File: src/rtl/ext_irq_pkg.sv
package ext_irq_pkg;
  typedef enum logic [1:0] {
    SNS_LOW  = 2'b00,
    SNS_ANY  = 2'b01,
    SNS_FALL = 2'b10,
    SNS_RISE = 2'b11
  } sense_e;

  localparam logic [1:0] ADR_CTRL = 2'd0;
  localparam logic [1:0] ADR_MASK = 2'd1;
  localparam logic [1:0] ADR_FLAG = 2'd2;
endpackage

File: src/rtl/ext_irq_sync.sv
module ext_irq_sync #(
  parameter int unsigned W = 2
) (
  input  logic         clk_i,
  input  logic         rst_ni,
  input  logic [W-1:0] d_i,
  output logic [W-1:0] q_o
);
  logic [W-1:0] s1_q, s2_q;

  always_ff @(posedge clk_i or negedge rst_ni) begin
    if (!rst_ni) begin
      s1_q <= '0;
      s2_q <= '0;
    end else begin
      s1_q <= d_i;
      s2_q <= s1_q;
    end
  end

  assign q_o = s2_q;
endmodule

File: src/rtl/ext_irq_chan.sv
module ext_irq_chan
  import ext_irq_pkg::*;
(
  input  logic   clk_i,
  input  logic   rst_ni,
  input  logic   pin_s_i,
  input  sense_e sense_i,
  input  logic   clr_i,
  input  logic   ack_i,
  output logic   flag_o,
  output logic   level_o
);
  logic cond, cond_q, evt, flag_q;

  // qualified level; a sense change alters it and can fake an edge
  always_comb begin
    case (sense_i)
      SNS_FALL, SNS_LOW: cond = ~pin_s_i;
      default:           cond = pin_s_i;
    endcase
  end

  always_comb begin
    case (sense_i)
      SNS_ANY:            evt = cond ^ cond_q;
      SNS_RISE, SNS_FALL: evt = cond & ~cond_q;
      default:            evt = 1'b0;
    endcase
  end

  always_ff @(posedge clk_i or negedge rst_ni) begin
    if (!rst_ni) begin
      cond_q <= 1'b0;
      flag_q <= 1'b0;
    end else begin
      cond_q <= cond;
      if (evt)                flag_q <= 1'b1;
      else if (clr_i | ack_i) flag_q <= 1'b0;
    end
  end

  assign flag_o  = flag_q;
  assign level_o = (sense_i == SNS_LOW) & ~pin_s_i;

  p_set_r3: assert property (@(posedge clk_i) disable iff (!rst_ni)
    evt |=> flag_q);
  p_w1c_r7: assert property (@(posedge clk_i) disable iff (!rst_ni)
    (clr_i && !evt) |=> !flag_q);
  p_hold_r7: assert property (@(posedge clk_i) disable iff (!rst_ni)
    (!clr_i && !ack_i && !evt) |=> $stable(flag_q));
  p_ack_r9: assert property (@(posedge clk_i) disable iff (!rst_ni)
    (ack_i && !evt) |=> !flag_q);
  p_lvl_noflag_r6: assert property (@(posedge clk_i) disable iff (!rst_ni)
    (sense_i == SNS_LOW && !flag_q) |=> !flag_q);
endmodule

File: src/rtl/ext_irq_regs.sv
module ext_irq_regs
  import ext_irq_pkg::*;
#(
  parameter int unsigned NCH = 2,
  parameter int unsigned DW  = 8
) (
  input  logic            clk_i,
  input  logic            rst_ni,
  input  logic [1:0]      addr_i,
  input  logic [DW-1:0]   wdata_i,
  input  logic            we_i,
  input  logic            re_i,
  input  logic [NCH-1:0]  flag_i,
  output logic [2*NCH-1:0] ctrl_o,
  output logic [NCH-1:0]  mask_o,
  output logic [NCH-1:0]  clr_o,
  output logic [DW-1:0]   rdata_o
);
  localparam int unsigned CW = 2 * NCH;

  logic [CW-1:0]  ctrl_q;
  logic [NCH-1:0] mask_q;
  logic [DW-1:0]  rdata_q, rmux;

  always_ff @(posedge clk_i or negedge rst_ni) begin
    if (!rst_ni) begin
      ctrl_q <= '0;
      mask_q <= '0;
    end else if (we_i) begin
      if (addr_i == ADR_CTRL) ctrl_q <= wdata_i[CW-1:0];
      if (addr_i == ADR_MASK) mask_q <= wdata_i[NCH-1:0];
    end
  end

  assign clr_o = (we_i && addr_i == ADR_FLAG) ? wdata_i[NCH-1:0] : '0;

  always_comb begin
    rmux = '0;
    case (addr_i)
      ADR_CTRL: rmux[CW-1:0]  = ctrl_q;
      ADR_MASK: rmux[NCH-1:0] = mask_q;
      ADR_FLAG: rmux[NCH-1:0] = flag_i;
      default:  rmux = '0;
    endcase
  end

  always_ff @(posedge clk_i or negedge rst_ni) begin
    if (!rst_ni)   rdata_q <= '0;
    else if (re_i) rdata_q <= rmux;
  end

  assign ctrl_o  = ctrl_q;
  assign mask_o  = mask_q;
  assign rdata_o = rdata_q;

  generate
    if (DW > CW) begin : g_unused
      logic unused_wdata;
      assign unused_wdata = ^wdata_i[DW-1:CW];
    end
  endgenerate

  p_rsvd_mask_r2: assert property (@(posedge clk_i) disable iff (!rst_ni)
    (re_i && addr_i == ADR_MASK) |=> rdata_o[DW-1:NCH] == '0);
  p_rsvd_flag_r2: assert property (@(posedge clk_i) disable iff (!rst_ni)
    (re_i && addr_i == ADR_FLAG) |=> rdata_o[DW-1:NCH] == '0);
  p_rd_hold_r2: assert property (@(posedge clk_i) disable iff (!rst_ni)
    !re_i |=> $stable(rdata_o));
endmodule

File: src/rtl/ext_irq_ctrl.sv
module ext_irq_ctrl
  import ext_irq_pkg::*;
#(
  parameter int unsigned NCH = 2,
  parameter int unsigned DW  = 8
) (
  input  logic           clk_i,
  input  logic           rst_ni,
  input  logic [NCH-1:0] pin_i,
  input  logic           gie_i,
  input  logic [NCH-1:0] ack_i,
  input  logic [1:0]     addr_i,
  input  logic [DW-1:0]  wdata_i,
  input  logic           we_i,
  input  logic           re_i,
  output logic [DW-1:0]  rdata_o,
  output logic [NCH-1:0] irq_o
);
  logic [NCH-1:0]   pin_s, flag, level, mask, clr;
  logic [2*NCH-1:0] ctrl;

  ext_irq_sync #(.W(NCH)) u_sync (
    .clk_i(clk_i), .rst_ni(rst_ni), .d_i(pin_i), .q_o(pin_s)
  );

  ext_irq_regs #(.NCH(NCH), .DW(DW)) u_regs (
    .clk_i(clk_i), .rst_ni(rst_ni), .addr_i(addr_i), .wdata_i(wdata_i),
    .we_i(we_i), .re_i(re_i), .flag_i(flag), .ctrl_o(ctrl),
    .mask_o(mask), .clr_o(clr), .rdata_o(rdata_o)
  );

  for (genvar i = 0; i < NCH; i++) begin : g_ch
    sense_e sense;
    assign sense = sense_e'(ctrl[2*i+1:2*i]);

    ext_irq_chan u_chan (
      .clk_i(clk_i), .rst_ni(rst_ni), .pin_s_i(pin_s[i]), .sense_i(sense),
      .clr_i(clr[i]), .ack_i(ack_i[i]), .flag_o(flag[i]), .level_o(level[i])
    );

    assign irq_o[i] = gie_i & mask[i] & ((sense == SNS_LOW) ? level[i] : flag[i]);

    p_irq_gate_r8: assert property (@(posedge clk_i) disable iff (!rst_ni)
      irq_o[i] |-> (gie_i && mask[i]));
  end
endmodule

File: config.mk
export PLATFORM = sky130hd
export DESIGN_NAME = ext_irq_ctrl
export DESIGN_NICKNAME = d
export VERILOG_FILES = /design/src/rtl/ext_irq_pkg.sv /design/src/rtl/ext_irq_sync.sv /design/src/rtl/ext_irq_chan.sv /design/src/rtl/ext_irq_regs.sv /design/src/rtl/ext_irq_ctrl.sv
export SDC_FILE = /design/constraint.sdc
export NUM_CORES = 1
export LEC_CHECK = 0
export CAP_MARGIN = 20
export CORE_ASPECT_RATIO = 0.9
export CORE_UTILIZATION = 35
export DETAILED_ROUTE_END_ITERATION = 8
export PLACE_DENSITY = 0.75
export SYNTH_ARGS = -nofsm -noshare
export SYNTH_HDL_FRONTEND = slang
export SYNTH_SLANG_ARGS = --single-unit
File: constraint.sdc
create_clock -name clk_i -period 3.8 [get_ports clk_i]
set_clock_uncertainty 0.1 [all_clocks]
set_input_delay 0.38 -clock clk_i [delete_from_list [all_inputs] [get_ports clk_i]]
set_output_delay 0.38 -clock clk_i [all_outputs]
set_load 0.02 [all_outputs]
==> run_results.csv <==
group,metric,value,unit
setup_path,arrival,1.89,ns
routing,wire_per_inst,13.5,um
finish,design_area,1090,um^2
placed_design,hpwlAfterDp,1.21,mm
timing,worst_pin_slew,0.796,ns
timing,maxSlewViolCount,0,
synth,synth-edff-count,0,
setup_path,crit_type,"reg2out",
synth,synth_top_cell_by_area,"dfrtp_1",
run,drv_cap,0,
setup_path,cp_slowest_cell,"clkdlybuf4s50_1",
timing,setup_viol,0,
routing,drt_first_pass_iters,4,
die,dieArea,2710,um^2
placed_design,io_buffers,20,
die,die_y,49.5,um
power,p_leak,0.458,nW
finish,num_antenna_cells,0,
grt,grt_pass1_wl,2.63,mm
clock_tree,cts_buffer_depth,2,
min_path,min_path_type,"reg2reg",
synth,yosysUniqueCellTypes,24,
die,start_util,38.7,%
clock_tree,cts_tree,"done",
setup_path,start_kind,"flop",
clock_tree,cts_max_level,1,
setup_path,critPathRequiredTime,3.32,ns
finish,post-route-util,48.1,%
finish,area_growth,24.1,%
synth,yosys_warnings,0,
status,status,"completed",
placed_design,post-place-cells,114,
clock_tree,post_cts_buffers,0,
synth,ys_top_cells_by_area,"dfrtp_1 51%, mux2_4 6.9%, nand4b_1 4.0%",
setup_path,cp_max_fo,6,
clock_tree,cts_resized,0,
clock_tree,clk_pin_slew,0.10,ns
routing,ant_nets,0,
clock_tree,clock_latency,0.29,ns
setup_path,worstPathCellList,"or3_1, a21oi_1, clkdlybuf4s50_1",
clock_tree,numCtsBuffers,3,
die,core_area,2260,um^2
synth,ys_ff_latch,18,
synth,syn_inst,71,
setup_path,rrSetupSlack,2.35,ns
timing,period_share,62.3,%
timing,rsz0062_at_grt,"no",
synth,synth_area,876,um^2
grt,grt_max_degree,19,
synth,synthArstFlopShare,100,%
grt,grt-ovfl-total,0,
synth,seq_area_frac_synth,51.4,%
clock_tree,root_buffer,"clkbuf_4",
timing,slew_headroom,46.7,%
synth,synth.top_cell.area_share,51.4,%
synth,synth_area_per_cell,12.3,um^2
routing,vias,595,
clock_tree,clock_sinks,18,
synth,synth_ff_type,"dfrtp_1",
timing,hold_viol_final,0,
timing,fin_setup_tns,0,ns
die,fp.dieW,54.7,um
placed_design,placed_area,1060,um^2
grt,grt_pass1_vias,608,
setup_path,worstSetupEndpointType,"output port",
timing,fin_crit,2.37,ns
routing,vias_per_cell,5.09,
grt,antenna_found_initial,0,
power,power_density,445,nW/um^2
grt,grt_usage,13.7,%
power,peakVddDrop,0.000203,V
finish,nets,113,
routing,wl,1.58,mm
finish,drive_gt1_share,11.1,%
finish,final_cells,117,
timing,fmax,422,MHz
die,rows,16,
routing,initialDrtViolationCount,13,
placed_design,place_congestion,0.766,
die,io_pins,29,
routing,drc,0,
setup_path,max_stage_delay,0.62,ns
clock_tree,ctsHoldBuffers,0,
[flip-flops by register name, indices dropped and copies added (netlist names)]
register	cells
u_sync.s1_q	2
g_ch.u_chan.cond_q	2
u_regs.ctrl_o	4
u_regs.rdata_o	4
g_ch.u_chan.flag_o	2
u_regs.mask_o	2
u_sync.q_o	2
[path summary, 6_finish.rpt]
kind,startpoint,end,cells after the start
worst min register to register,u_sync.s1_q[0],u_sync.q_o[0],0
min in group asynchronous,rst_ni,u_regs.ctrl_o[2],1
worst max-delay path,u_regs.ctrl_o[2],irq_o[1],3
worst min-delay path,u_sync.s1_q[0],u_sync.q_o[0],0
worst max register to register,u_regs.ctrl_o[2],g_ch[1].u_chan.flag_o,4
max in group asynchronous,rst_ni,u_regs.ctrl_o[1],1
[critical path: cells and delay by family (launching register included)]
kind	cells	cell delay, ns
buffers and inverters	1	0.62
AND/OR/NAND/NOR	1	0.38
flip-flops	1	0.45
AO/OA/AOI/OAI	1	0.15
[Yosys cell counts, types with 4 or more instances]
master     n
mux2_4     4
nand4b_1   4
dfrtp_1   18
inv_1      6
nand2_1    4
buf_4      4
[where the power goes]
group | switching [mW] | internal (mW) | total (mW)
combinational | 0.0591 | 0.0777 | 0.137
sequential | 0.0284 | 0.227 | 0.255
clock | 0.0552 | 0.0368 | 0.0920
total | 0.143 | 0.341 | 0.484
[stage by stage]
stage / total power, mW / worst slack, ns / hold slack [ns]
2_1_floorplan: 0.344 / 2.20 / -0.0156
3_3_place_gp: 0.390 / 1.62 / 0.235
3_5_place_dp: 0.398 / 1.62 / 0.240
4_1_cts: 0.494 / 1.40 / 0.261
5_1_grt: 0.516 / 1.35 / 0.274
6_report: 0.484 / 1.43 / 0.257
[layer usage]
| layer | vias up | share of wire, % | track usage (%) |
|---|---|---|---|
| met5 | - | 0 | 0 |
| met4 | 0 | 0.51 | 6.41 |
| met3 | 2 | 5.7 | 3.09 |
| met2 | 21 | 47 | 20.7 |
| met1 | 287 | 46 | 18.1 |
| li1 | 285 | - | - |
[layout by cell type (no fill, tap or decap)]
cell type and n:
clkdlybuf4s50_1 20, o21ai_0 2, ha_1 2, nand3b_1 1
nor2b_1 2, or3_1 2, o221ai_1 2, a221o_1 2
mux2i_1 2, clkbuf_4 3, inv_1 6, mux2_4 4
xnor2_1 2, conb_1 4, nor3b_4 1, o32ai_1 2
nand2_1 4, nand2b_1 1, a21oi_1 2, mux2_2 2
dfrtp_1 18, nand4b_1 4, nor3b_1 2
[kinds of logic after synthesis]
| logic type | synth area share (%) |
|---|---|
| AOI/OAI and AO/OA | 8.57 |
| xor gates and xnor gates | 2.00 |
| adders and majority gates | 2.86 |
| buffers and inverters | 9.00 |
| DFF | 51.4 |
| muxes | 11.7 |
| other | 0.428 |
| and+or+nand+nor | 14.0 |
[layout make-up]
| class | instances | area, um^2 |
|---|---|---|
| Fill cell | 219 | 1170 |
| Timing Repair Buffer | 20 | 200 |
| Tap cell | 27 | 33.8 |
| Clock buffer | 3 | 22.5 |
| Sequential cell | 18 | 450 |
| Inverter | 6 | 22.5 |
| Multi-Input combinational cell | 43 | 358 |
Power figures use the tool's default switching activity.
